`config.mk`:
```
export PLATFORM = sky130hd
export DESIGN_NAME = cmdseq_guard
export DESIGN_NICKNAME = d
export VERILOG_FILES = /design/src/rtl/cmdseq_pkg.sv /design/src/rtl/cmdseq_mask_chk.sv /design/src/rtl/cmdseq_param_chk.sv /design/src/rtl/cmdseq_order.sv /design/src/rtl/cmdseq_guard.sv
export SDC_FILE = /design/constraint.sdc
export NUM_CORES = 1
export LEC_CHECK = 0
export BUFFER_PORTS_ARGS = -buffer_cell sky130_fd_sc_hd__buf_2
export CORE_MARGIN = 1.5
export CORE_UTILIZATION = 45
export DETAILED_ROUTE_END_ITERATION = 10
export GPL_TIMING_DRIVEN = 0
export PLACE_DENSITY_LB_ADDON = 0.3
export SLEW_MARGIN = 30
export SYNTH_ARGS = -nofsm -noshare
export SYNTH_HDL_FRONTEND = slang
export SYNTH_SLANG_ARGS = --single-unit
```
`constraint.sdc`:
```
create_clock -name clk -period 9.81 [get_ports clk]
set_input_delay 0.981 -clock clk [delete_from_list [all_inputs] [get_ports clk]]
set_output_delay 0.981 -clock clk [all_outputs]
set_load 0.01 [all_outputs]
```
`src/rtl/cmdseq_pkg.sv`:
```
package cmdseq_pkg;

  typedef enum logic [2:0] {
    CL_SEL    = 3'd0,
    CL_SINGLE = 3'd1,
    CL_MODIFY = 3'd2,
    CL_INC    = 3'd3,
    CL_IDX    = 3'd4,
    CL_WRAP   = 3'd5,
    CL_LUT    = 3'd6,
    CL_RSVD   = 3'd7
  } cmd_class_e;

  typedef enum logic [2:0] {
    EC_NONE   = 3'd0,
    EC_CLASS  = 3'd1,
    EC_ORDER  = 3'd2,
    EC_SPACE  = 3'd3,
    EC_MASK   = 3'd4,
    EC_OFFSET = 3'd5,
    EC_SIZE   = 3'd6,
    EC_PARAM  = 3'd7
  } err_code_e;

  typedef enum logic [1:0] {
    AS_NEED_SEL  = 2'd0,
    AS_WR_ONLY   = 2'd1,
    AS_WR_OR_SEL = 2'd2
  } allow_e;

  // header words occupied by each class (lookup-table includes 3 pad words)
  function automatic logic [2:0] hdr_words(cmd_class_e c);
    case (c)
      CL_MODIFY: hdr_words = 3'd3;
      CL_LUT:    hdr_words = 3'd5;
      default:   hdr_words = 3'd2;
    endcase
  endfunction

endpackage

```
`src/rtl/cmdseq_mask_chk.sv`:
```
module cmdseq_mask_chk #(
  parameter int VID_N = 4,
  parameter int DMA_N = 4,
  parameter int PP_N  = 4,
  localparam int MASK_W = VID_N + DMA_N + PP_N + 1
) (
  input  logic [MASK_W-1:0] mask,
  output logic              bad
);
  localparam int NGRP = 3;

  logic [NGRP-1:0] hit;
  logic            top_hit;

  for (genvar g = 0; g < NGRP; g++) begin : g_grp
    localparam int LO = (g == 0) ? 0 : (g == 1) ? VID_N : VID_N + DMA_N;
    localparam int W  = (g == 0) ? VID_N : (g == 1) ? DMA_N : PP_N;
    assign hit[g] = |mask[LO +: W];
  end

  assign top_hit = mask[MASK_W-1];

  always_comb begin
    bad = 1'b0;
    if (mask == '0)
      bad = 1'b1;
    else if ((hit & (hit - NGRP'(1))) != '0)
      bad = 1'b1;
    else if (top_hit && (hit != '0))
      bad = 1'b1;
  end
endmodule

```
`src/rtl/cmdseq_param_chk.sv`:
```
module cmdseq_param_chk
  import cmdseq_pkg::*;
#(
  parameter int OFF_W      = 32,
  parameter int MAX_OFF    = 'hFFFFF,
  parameter int PAY_W      = 18,
  parameter int MAX_WORDS  = 16383,
  parameter int WRAP_W     = 5,
  parameter int WRAP_MIN   = 2,
  parameter int WRAP_MAX   = 15,
  parameter int TBL_W      = 2,
  parameter int LUT_TABLES = 2,
  parameter int BSEL_W     = 4,
  parameter int LUT_BLOCKS = 5,
  parameter int TSZ_W      = 8,
  parameter int TSZ_A      = 16,
  parameter int TSZ_B      = 32,
  parameter int SPACE_W    = 18
) (
  input  cmd_class_e         cls,
  input  logic [OFF_W-1:0]   offset,
  input  logic [PAY_W-1:0]   pay_bytes,
  input  logic [WRAP_W-1:0]  wrap,
  input  logic [TBL_W-1:0]   tbl,
  input  logic [BSEL_W-1:0]  bsel,
  input  logic [TSZ_W-1:0]   tsz,
  input  logic [SPACE_W-1:0] space,
  input  logic               mask_bad,
  output err_code_e          code
);
  localparam int NEED_W = ((PAY_W > SPACE_W) ? PAY_W : SPACE_W) + 2;

  logic              is_sel;
  logic [NEED_W-1:0] need;
  logic              space_bad, size_bad, off_bad, wrap_bad, lut_bad;

  assign is_sel = (cls == CL_SEL);

  always_comb begin
    need = (NEED_W'(hdr_words(cls)) << 2) + (is_sel ? '0 : NEED_W'(pay_bytes));
  end

  assign space_bad = need > NEED_W'(space);
  assign size_bad  = (pay_bytes[1:0] != 2'b00) ||
                     (PAY_W'(pay_bytes >> 2) > PAY_W'(MAX_WORDS));
  assign off_bad   = (offset > OFF_W'(MAX_OFF)) || (offset[1:0] != 2'b00);
  assign wrap_bad  = (wrap < WRAP_W'(WRAP_MIN)) || (wrap > WRAP_W'(WRAP_MAX));
  assign lut_bad   = (tbl >= TBL_W'(LUT_TABLES)) || (bsel >= BSEL_W'(LUT_BLOCKS)) ||
                     ((tsz != TSZ_W'(TSZ_A)) && (tsz != TSZ_W'(TSZ_B)));

  always_comb begin
    code = EC_NONE;
    if (space_bad)
      code = EC_SPACE;
    else if (is_sel) begin
      if (mask_bad) code = EC_MASK;
    end else if (size_bad)
      code = EC_SIZE;
    else if (off_bad)
      code = EC_OFFSET;
    else if (cls == CL_WRAP && wrap_bad)
      code = EC_PARAM;
    else if (cls == CL_LUT && lut_bad)
      code = EC_PARAM;
  end
endmodule

```
`src/rtl/cmdseq_order.sv`:
```
module cmdseq_order
  import cmdseq_pkg::*;
(
  input  logic       clk,
  input  logic       rst,
  input  logic       clr,
  input  logic       cmd_valid,
  input  cmd_class_e cls,
  input  err_code_e  chk_code,
  input  logic       launch_req,
  output logic       acc_o,
  output logic       err_o,
  output err_code_e  code_o,
  output logic       launch_ok_o
);
  allow_e    st;
  logic      sel_done, wr_done;
  logic      is_sel, order_ok, good, bad;
  err_code_e fault;

  assign is_sel   = (cls == CL_SEL);
  assign order_ok = is_sel ? (st != AS_WR_ONLY) : (st != AS_NEED_SEL);

  always_comb begin
    if (cls == CL_RSVD)   fault = EC_CLASS;
    else if (!order_ok)   fault = EC_ORDER;
    else                  fault = chk_code;
  end

  assign good = cmd_valid && (fault == EC_NONE);
  assign bad  = cmd_valid && (fault != EC_NONE);

  always_ff @(posedge clk) begin
    if (rst || clr) begin
      st          <= AS_NEED_SEL;
      sel_done    <= 1'b0;
      wr_done     <= 1'b0;
      acc_o       <= 1'b0;
      err_o       <= 1'b0;
      code_o      <= EC_NONE;
      launch_ok_o <= 1'b0;
    end else begin
      acc_o       <= good;
      err_o       <= bad;
      launch_ok_o <= launch_req && sel_done && wr_done;
      if (bad && code_o == EC_NONE)
        code_o <= fault;
      if (good) begin
        if (is_sel) begin
          st       <= AS_WR_ONLY;
          sel_done <= 1'b1;
        end else begin
          st      <= (cls == CL_WRAP) ? AS_WR_ONLY : AS_WR_OR_SEL;
          wr_done <= 1'b1;
        end
      end
    end
  end

  // right after a clear only a block-select may pass
  p_first_sel_r1: assert property (@(posedge clk) disable iff (rst)
    (cmd_valid && !clr && st == AS_NEED_SEL && !is_sel) |=> (err_o && !acc_o));

  // block-select directly after a wrap write is refused
  p_wrap_no_sel_r4: assert property (@(posedge clk) disable iff (rst)
    (cmd_valid && !clr && st == AS_WR_ONLY && is_sel) |=> err_o);

  // a valid command yields exactly one verdict
  p_one_verdict_r11: assert property (@(posedge clk) disable iff (rst)
    (cmd_valid && !clr) |=> (acc_o ^ err_o));

  // no verdict without a command
  p_no_verdict_r11: assert property (@(posedge clk) disable iff (rst)
    (!cmd_valid) |=> (!acc_o && !err_o));

  // a held code stays put until a clear
  p_code_sticky_r12: assert property (@(posedge clk) disable iff (rst)
    (code_o != EC_NONE && !clr) |=> $stable(code_o));

  // a launch verdict only answers a request
  p_launch_req_r10: assert property (@(posedge clk) disable iff (rst)
    launch_ok_o |-> $past(launch_req));
endmodule

```
`src/rtl/cmdseq_guard.sv`:
```
module cmdseq_guard
  import cmdseq_pkg::*;
#(
  parameter int VID_N      = 4,
  parameter int DMA_N      = 4,
  parameter int PP_N       = 4,
  parameter int OFF_W      = 32,
  parameter int MAX_OFF    = 'hFFFFF,
  parameter int PAY_W      = 18,
  parameter int MAX_WORDS  = 16383,
  parameter int WRAP_W     = 5,
  parameter int WRAP_MIN   = 2,
  parameter int WRAP_MAX   = 15,
  parameter int TBL_W      = 2,
  parameter int LUT_TABLES = 2,
  parameter int BSEL_W     = 4,
  parameter int LUT_BLOCKS = 5,
  parameter int TSZ_W      = 8,
  parameter int TSZ_A      = 16,
  parameter int TSZ_B      = 32,
  parameter int SPACE_W    = 18,
  localparam int MASK_W    = VID_N + DMA_N + PP_N + 1
) (
  input  logic               clk,
  input  logic               rst,
  input  logic               buf_clr,
  input  logic               cmd_valid,
  input  logic [2:0]         cmd_class,
  input  logic [OFF_W-1:0]   cmd_offset,
  input  logic [PAY_W-1:0]   cmd_bytes,
  input  logic [WRAP_W-1:0]  cmd_wrap,
  input  logic [MASK_W-1:0]  cmd_mask,
  input  logic [TBL_W-1:0]   lut_table,
  input  logic [BSEL_W-1:0]  lut_block,
  input  logic [TSZ_W-1:0]   lut_trans,
  input  logic [SPACE_W-1:0] space_left,
  input  logic               launch_req,
  output logic               cmd_accept,
  output logic               cmd_error,
  output logic [2:0]         err_code,
  output logic               launch_ok
);
  cmd_class_e cls;
  logic       mask_bad;
  err_code_e  chk_code;
  err_code_e  held_code;

  assign cls = cmd_class_e'(cmd_class);

  cmdseq_mask_chk #(
    .VID_N(VID_N), .DMA_N(DMA_N), .PP_N(PP_N)
  ) u_mask (
    .mask (cmd_mask),
    .bad  (mask_bad)
  );

  cmdseq_param_chk #(
    .OFF_W(OFF_W), .MAX_OFF(MAX_OFF), .PAY_W(PAY_W), .MAX_WORDS(MAX_WORDS),
    .WRAP_W(WRAP_W), .WRAP_MIN(WRAP_MIN), .WRAP_MAX(WRAP_MAX),
    .TBL_W(TBL_W), .LUT_TABLES(LUT_TABLES), .BSEL_W(BSEL_W),
    .LUT_BLOCKS(LUT_BLOCKS), .TSZ_W(TSZ_W), .TSZ_A(TSZ_A), .TSZ_B(TSZ_B),
    .SPACE_W(SPACE_W)
  ) u_param (
    .cls       (cls),
    .offset    (cmd_offset),
    .pay_bytes (cmd_bytes),
    .wrap      (cmd_wrap),
    .tbl       (lut_table),
    .bsel      (lut_block),
    .tsz       (lut_trans),
    .space     (space_left),
    .mask_bad  (mask_bad),
    .code      (chk_code)
  );

  cmdseq_order u_order (
    .clk         (clk),
    .rst         (rst),
    .clr         (buf_clr),
    .cmd_valid   (cmd_valid),
    .cls         (cls),
    .chk_code    (chk_code),
    .launch_req  (launch_req),
    .acc_o       (cmd_accept),
    .err_o       (cmd_error),
    .code_o      (held_code),
    .launch_ok_o (launch_ok)
  );

  assign err_code = held_code;

  // an empty select mask is always refused
  p_mask_zero_r5: assert property (@(posedge clk) disable iff (rst)
    (cmd_valid && !buf_clr && cls == CL_SEL && cmd_mask == '0) |=> cmd_error);

  // a clear leaves no code and no launch verdict
  p_clear_r1: assert property (@(posedge clk) disable iff (rst)
    buf_clr |=> (err_code == 3'd0 && !launch_ok && !cmd_accept));
endmodule

```
==> results of run 1 <==
[worst max-delay path, delay by kind of cell]
kind,cells,cell delay (ns)
AOI/OAI and AO/OA,5,1.29
xor gates and xnor gates,1,0.13
adders and majority gates,3,0.87
buffers and inverters,4,0.84
and+or+nand+nor,8,1.19
[final cells by class]
cell class / instances / area [um2] / share of cell area, %
Tap cell: 46 / 57.6 / 2.66
Inverter: 25 / 93.8 / 4.34
Timing Repair Buffer: 91 / 455 / 21.1
Multi-Input combinational cell: 175 / 1290 / 59.6
Clock buffer: 4 / 36.3 / 1.68
Buffer: 6 / 30.0 / 1.39
Sequential cell: 10 / 200 / 9.26
[Yosys cell counts (3+ instances only)]
library cell	instances
sky130_fd_sc_hd__a21oi_1	10
sky130_fd_sc_hd__and2_1	5
sky130_fd_sc_hd__and3_1	3
sky130_fd_sc_hd__clkbuf_1	4
sky130_fd_sc_hd__dfxtp_1	10
sky130_fd_sc_hd__ha_1	21
sky130_fd_sc_hd__inv_1	23
sky130_fd_sc_hd__nand2_1	22
sky130_fd_sc_hd__nand3_1	6
sky130_fd_sc_hd__nand4_1	6
sky130_fd_sc_hd__nor2_1	16
sky130_fd_sc_hd__nor2b_1	3
sky130_fd_sc_hd__nor3_1	5
sky130_fd_sc_hd__nor3_2	3
sky130_fd_sc_hd__nor4_1	10
sky130_fd_sc_hd__o21a_1	4
sky130_fd_sc_hd__o21ai_0	7
sky130_fd_sc_hd__o21ai_1	3
sky130_fd_sc_hd__o31a_1	3
sky130_fd_sc_hd__xnor2_1	5
sky130_fd_sc_hd__xor2_1	12
[how the worst max path moves through the flow]
stage,startpoint,end,slack [ns],cells past startpoint
6_report,cmd_class[2],u_order.code_o[0],4.66,21
5_1_grt,cmd_class[2],u_order.code_o[0],4.22,21
4_1_cts,cmd_class[2],u_order.code_o[0],4.68,21
3_5_place_dp,cmd_class[2],u_order.code_o[0],4.38,21
3_3_place_gp,cmd_class[2],u_order.err_o,4.48,21
2_1_floorplan,cmd_class[2],u_order.err_o,5.14,20
[metal layers]
| metal | vias to the layer above | share of wire, % |
|---|---|---|
| met5 | - | 0 |
| met4 | 0 | 0.20 |
| met3 | 2 | 5.6 |
| met2 | 56 | 49 |
| met1 | 822 | 45 |
| li1 | 963 | - |
[flip-flops by register name, summed over array words and instances, names as in the netlist]
name                 count
u_order.acc_o            1
u_order.wr_done          1
u_order.launch_ok_o      1
u_order.sel_done         1
u_order.err_o            1
u_order.code_o           3
u_order.st               2
[stage by stage]
stage / setup WS, ns / cells / utilization [%] / power [mW]
2_1_floorplan: 5.14 / 216 / - / 0.0840
3_3_place_gp: 4.48 / 353 / 62.7 / 0.110
3_5_place_dp: 4.38 / 353 / 62.7 / 0.112
4_1_cts: 4.68 / 357 / 63.8 / 0.149
5_1_grt: 4.22 / 357 / 63.8 / 0.160
6_report: 4.66 / 357 / 63.8 / 0.148
[logic make-up after synthesis]
kind of cell / Yosys count
AOI/OAI and AO/OA: 44
buffers and inverters: 31
xor gates and xnor gates: 17
adders and majority gates: 22
muxes: 2
DFF: 10
and+or+nand+nor: 90
[power by group through the flow]
stage	logic (mW)	clock network, mW	registers [mW]
finish	0.0699	0.0368	0.0414
CTS	0.0701	0.0372	0.0414
floorplan	0.0414	0	0.0426
global route	0.0796	0.0394	0.0415
detailed placement	0.0696	0	0.0424
global placement	0.0679	0	0.0423
==> impl_summary.txt, run 1 <==
----------------------------------------------------
[Status]
  Outcome ... complete, no violations

[Drt]
  Detailed-route DRC error count ... 0
  Routed WL per cell ... 11.4 um
  Post-DRT Antenna Nets ... 0
  Total routed wirelength ... 4.06 mm
  Iteration-0 DRC count of the detailed router ... 74
  Detailed-route via count ... 1843
  Via density per instance ... between 5 and 6
  TritonRoute pass-1 iters ... 4

[Pwr]
  Net load switching power ... 50.4 uW
  Total internal power ... around 100 uW
  Logic pwr share ... 47.2%
  Reported leakage power ... roughly 1.1 nW
  Worst-case vdd ir drop ... around 0.08 mV
  Power Density ... 68.6 nW/um2
  Switching Share ... approximately a third
  Sequential fraction of design power ... between 20% and 30%
  Clk network pwr share ... 24.9%

[Place]
  DP HPWL ... approximately 3.5 mm
  Buffers on Ports ... 91
  DP Area ... 2130 um2
  Last weighted congestion value of the routability-driven placer ... about 0.84

[Setup path]
  Cell breakdown of the critical path ... buf_2 -> clkbuf_1 -> or3_1 -> clkbuf_1 -> and2_1 -> ha_1 -> inv_1 -> fa_1 -> nor2b_1 -> o2111ai_1 -> nor2_1 -> nand2_1 -> xor2_1 -> nor2_1 -> ha_1 -> nand4_1 -> nor3_1 -> a21boi_0 -> o31ai_2 -> a31oi_1 -> o31a_1
  Capture instance of the worst register-to-register path ... u_order.st[0]
  Worst setup path class ... primary input to flop
  Reg-to-Reg Start ... u_order.st[0]
  Kind of capture point of the worst setup path ... flop
  CP Launch Type ... primary input
  CP max-delay cell ... sky130_fd_sc_hd__o31ai_2
  Count of cells along the worst register-to-register path ... 6
  Crit Path Max Fanout ... 10
  Endpoint required time on the critical path ... about 10 ns
  Arrival time of data at the critical path endpoint ... between 5 and 6 ns
  Worst reg-to-reg setup slack ... 8.04 ns
  Critical Path Max Stage Delay ... 0.50 ns

[Synthesis]
  Xor/xnor cell area share of the yosys netlist ... a little under a tenth
  Basic-gate share of the synthesized area counting and, or, nand and nor cells ... a little under a third
  Count of different cell masters after synthesis ... 49
  Syn nets ... 346
  Adder and majority gate portion of the synthesized area ... between 15 and 20%
  Share of the synthesized area in compound gates (AO/OA/AOI/OAI) ... between 20% and 30%
  EDFF count, synth ... 0
  Synthesized area per cell ... between 7 and 8 um2
  Ys Warns ... 0
  Fraction of the yosys area taken by sequential cells ... about 12%
  Area share of the largest cell type after synthesis ... around 16%
  Share of flip-flops with an asynchronous set or reset ... 0%
  Largest family of logic cells by synthesized area ... simple AND/OR/NAND/NOR gates
  Top area cells in the synthesized netlist ... sky130_fd_sc_hd__ha_1 (16%), sky130_fd_sc_hd__dfxtp_1 (12%), sky130_fd_sc_hd__xor2_1 (6.5%)
  Yosys reg bits ... 10
  Library cell occupying the most area in the post-synthesis netlist ... sky130_fd_sc_hd__ha_1
  Count of mapped cells out of synthesis ... 216
  Top FF cell, synth ... sky130_fd_sc_hd__dfxtp_1
  Area of the mapped netlist ... ~1600 um2
  Multiplexer area fraction after synthesis ... 1.24%

[Floorplanning]
  Standard cell core area ... approximately 3400 um2
  Area enclosed by the die boundary ... just under 4000 um2
  Initial core utilization ... about 48%
  Floorplan die width ... roughly 63 um
  Height of the die ... between 60 and 70 um
  Floorplan row count ... 21
  # IOs ... 114

[Timing]
  Max-Slew Margin vs Limit ... between 60% and 70%
  Skew final ... ~0.0037 ns
  Least-Margin Pin Slew ... between 0.5 and 0.6 ns
  Tmin final ... between 5 and 6 ns
  Final sum of negative setup slack ... 0 ns
  Period Utilization, post-route ... between 50% and 60%
  RSZ-0062 raised after global routing ... no
  Highest clock rate ... 0.194 GHz
  Final Hold Slack ... ~0.45 ns
  Number of max-slew violations in the final report ... 0
  Total setup violations reported at the end of the flow ... 0
  Number of hold violations in the final report ... 0

[GRT]
  Global route overflow ... 0
  Global Route met2 Usage ... 36.7%
  Number of global-route vias before repair ... roughly 1700
  Antenna violations before repair ... 0
  Global routing usage summed across all routing layers ... about a fifth
  Global routing met3 resource utilization ... approximately 2.2%
  Most utilized layer in the global route result ... met2
  Pin count of the biggest net entering global routing ... 11
  Global-route wire length before repair ... 6.84 mm
  Met1 usage in global routing ... between 20% and 30%

[Final layout]
  Share of post-route cells with drive strength above 1 ... 35.7%
  Fin nets ... approximately 440
  Post-layout instance area ... 2160 um2
  Commonest non-fill, non-tap cells in the layout ... sky130_fd_sc_hd__buf_2 (91), sky130_fd_sc_hd__inv_1 (23), sky130_fd_sc_hd__nand2_1 (22)
  Number of fill cells ... between 300 and 400
  Area Growth Syn to Fin ... 34.1%
  Most common cell after layout, fill and taps aside ... sky130_fd_sc_hd__buf_2
  Number of antenna diodes ... 0

[Clock network]
  Quantity of gates resized following cts ... 0
  Maximum buffer depth of the clock tree ... 2
  Post-CTS setup repair buffer count ... 0
  Clock root buffer ... sky130_fd_sc_hd__clkbuf_4
  Num CTS Buffers ... 3
  Clock tree from TritonCTS ... built
  Maximum level of the CTS H-tree ... 1
  Clock Latency Late Sink ... about 0.26 ns
  Count of hold-fix buffers inserted at cts ... 0
  Clock slew at the register clock pins of the worst setup and hold paths ... about 0.070 ns
  Clock sinks ... 10

[Run]
  Max cap viols ... 0

[Worst hold path]
  Launch point of the worst hold path ... u_order.wr_done
  Hold-critical path depth ... 2
  Endpoint, Worst Hold ... u_order.wr_done
  Worst Hold Class ... flop to flop

----------------------------------------------------
Power figures use the tool's default switching activity.
==> run 2: changes to the inputs <==
--- a/config.mk
+++ b/config.mk
@@ -7,7 +7,7 @@
 export LEC_CHECK = 0
 export BUFFER_PORTS_ARGS = -buffer_cell sky130_fd_sc_hd__buf_2
 export CORE_MARGIN = 1.5
-export CORE_UTILIZATION = 45
+export CORE_UTILIZATION = 42
 export DETAILED_ROUTE_END_ITERATION = 10
 export GPL_TIMING_DRIVEN = 0
 export PLACE_DENSITY_LB_ADDON = 0.3
==> constraint.sdc (replaced) <==
create_clock -name clk -period 4.9 [get_ports clk]
set_input_delay 0.49 -clock clk [delete_from_list [all_inputs] [get_ports clk]]
set_output_delay 0.49 -clock clk [all_outputs]
set_load 0.01 [all_outputs]
==> run 2 against run 1 <==
Largest cell class unchanged. Utilization is 4.3 points lower. Final cell count is 0.28% higher. First-iteration DRC count is 39% lower. Setup slack worse by 4.2 ns. Sequential cell count stayed put. Largest power group unchanged.
==> impl_summary.txt, run 2 (same netlist as run 1, synthesis figures left out) <==
----------------------------------------------------
[Status]
  Outcome ... complete, no violations

[Timing]
  Max-Slew Margin vs Limit ... a little over three fifths
  PnR worst setup slack ... 0.481 ns
  Number of hold violations in the final report ... 0
  Final Hold Slack ... about 0.44 ns
  Highest clock rate ... 0.226 GHz
  Tmin final ... 4.42 ns
  Skew final ... roughly 0.0026 ns
  Total setup violations reported at the end of the flow ... 0
  Least-Margin Pin Slew ... 0.555 ns
  Final sum of negative setup slack ... 0 ns
  RSZ-0062 raised after global routing ... no
  Period Utilization, post-route ... about nine tenths
  Number of max-slew violations in the final report ... 0

[GRT]
  Pin count of the biggest net entering global routing ... 11
  Number of global-route vias before repair ... 1599
  Global route overflow ... 0
  Antenna violations before repair ... 0
  Global routing usage summed across all routing layers ... 19.4%
  Global-route wire length before repair ... 6.51 mm

[Clock network]
  Maximum buffer depth of the clock tree ... 2
  Maximum level of the CTS H-tree ... 1
  Quantity of gates resized following cts ... 0
  Clock tree from TritonCTS ... built
  Clock sinks ... 10
  Num CTS Buffers ... 3
  Clock root buffer ... sky130_fd_sc_hd__clkbuf_8
  Count of hold-fix buffers inserted at cts ... 0
  Clock slew at the register clock pins of the worst setup and hold paths ... around 0.05 ns
  Clock Latency Late Sink ... approximately 0.24 ns
  Post-CTS setup repair buffer count ... 0

[Setup path]
  CP max-delay cell ... sky130_fd_sc_hd__o31ai_2
  Reg-to-Reg Start ... u_order.st[0]
  Kind of capture point of the worst setup path ... flop
  Cell breakdown of the critical path ... buf_2 -> or3_1 -> clkbuf_1 -> and2_1 -> ha_1 -> inv_1 -> fa_1 -> nor2b_1 -> o2111ai_1 -> nor2_1 -> nand2_1 -> xor2_1 -> nor2_1 -> ha_1 -> nand4_1 -> nor3_1 -> a21boi_0 -> o31ai_2 -> nand2_1 -> o311a_1
  Worst reg-to-reg setup slack ... 3.13 ns
  Arrival time of data at the critical path endpoint ... approximately 4.5 ns
  Worst setup path class ... primary input to flop
  Crit Path Max Fanout ... 11
  Count of cells along the worst register-to-register path ... 6
  Endpoint required time on the critical path ... 5.02 ns
  Capture instance of the worst register-to-register path ... u_order.st[0]
  CP Launch Type ... primary input
  Critical Path Max Stage Delay ... ~0.5 ns

[Final layout]
  Register containing the most flip-flops in the final layout ... u_order.code_o
  Fin nets ... 441
  Number of antenna diodes ... 0
  Layout Cells excl Fill ... 358
  Commonest non-fill, non-tap cells in the layout ... sky130_fd_sc_hd__buf_2 (91), sky130_fd_sc_hd__inv_1 (23), sky130_fd_sc_hd__nand2_1 (22)
  Area Growth Syn to Fin ... 35.1%
  Share of post-route cells with drive strength above 1 ... between 30% and 40%
  Most common cell after layout, fill and taps aside ... sky130_fd_sc_hd__buf_2
  Regs by FF count ... u_order.code_o: 3 flops, u_order.st: 2 flops
  Register cell area after layout ... 200 um2
  Post-layout instance area ... about 2200 um2
  Multi-input gate area ... approximately 1300 um2
  Max FFs per register ... 3
  Number of fill cells ... roughly 360

[Worst hold path]
  Endpoint, Worst Hold ... u_order.sel_done
  Hold-critical path depth ... 2
  Worst Hold Class ... flop to flop
  Launch point of the worst hold path ... u_order.sel_done

[Pwr]
  Worst-case vdd ir drop ... around 0.12 mV
  Power Density ... about 150 nW/um2
  Reported leakage power ... about 1.1 nW

[Run]
  Max cap viols ... 0

[Drt]
  Routed WL per cell ... around 11 um
  Via density per instance ... between 5 and 6
  Post-DRT Antenna Nets ... 0
  Iteration-0 DRC count of the detailed router ... between 40 and 50
  Detailed-route DRC error count ... 0
  Total routed wirelength ... a little over 4 mm
  TritonRoute pass-1 iters ... 4
  Detailed-route via count ... roughly 1800

[Place]
  DP HPWL ... around 3.5 mm
  DP Area ... ~2100 um2
  Buffers on Ports ... 91
  Last weighted congestion value of the routability-driven placer ... 0.843
  Placed Cells ... ~360
  Setup WS pre-CTS ... -0.00868 ns

[Floorplanning]
  Standard cell core area ... roughly 3700 um2
  Floorplan die width ... 65.0 um
  Initial core utilization ... around 44%
  Area enclosed by the die boundary ... about 4200 um2
  # IOs ... 114
  Floorplan row count ... 22
  Height of the die ... ~65 um

----------------------------------------------------
## run 2: final cells by class
type / count / area share, %
sequential: 10 / 9.18
clock buffer: 4 / 2.53
buffer: 5 / 1.21
multi-input combinational: 175 / 59.1
timing repair buffer: 91 / 20.9
inverter: 25 / 4.31
tap: 48 / 2.76
## run 2: through the flow
| step | util [%] | power, mW |
|---|---|---|
| 2_1_floorplan | - | 0.168 |
| 6_report | 59.5 | 0.325 |
| 5_1_grt | 59.5 | 0.352 |
| 4_1_cts | 59.6 | 0.329 |
| 3_3_place_gp | 58.1 | 0.222 |
| 3_5_place_dp | 58.1 | 0.225 |
## run 2: worst max path at each step
stage	start	to	slack [ns]	cells after the start
4_1_cts	cmd_class[2]	u_order.err_o	0.22	21
5_1_grt	cmd_class[2]	u_order.code_o[0]	0.12	20
2_1_floorplan	cmd_class[2]	u_order.err_o	0.72	20
3_5_place_dp	cmd_class[2]	u_order.err_o	-0.009	21
3_3_place_gp	cmd_class[2]	u_order.err_o	0.04	21
6_report	cmd_class[2]	u_order.err_o	0.48	20
## run 2: metal layers
layer	track usage, %	part of all wire (%)
met1	23.6	43
met2	35.4	48
met3	3.65	8.2
met4	3.46	0.65
met5	0	0
## run 2: where the power goes
part | switching [mW] | total, mW | internal (mW)
sequential | 0.000711 | 0.0834 | 0.0827
combinational | 0.0711 | 0.139 | 0.0680
clock | 0.0322 | 0.103 | 0.0706
## run 2: worst max-delay path: cells and delay by family
kind / cells / cell delay [ns]
adder cells (fa/ha/maj): 3 / 0.88
buffers and inverters: 3 / 0.62
AO/OA/AOI/OAI: 4 / 1.15
AND/OR/NAND/NOR: 9 / 1.28
XOR/XNOR: 1 / 0.13
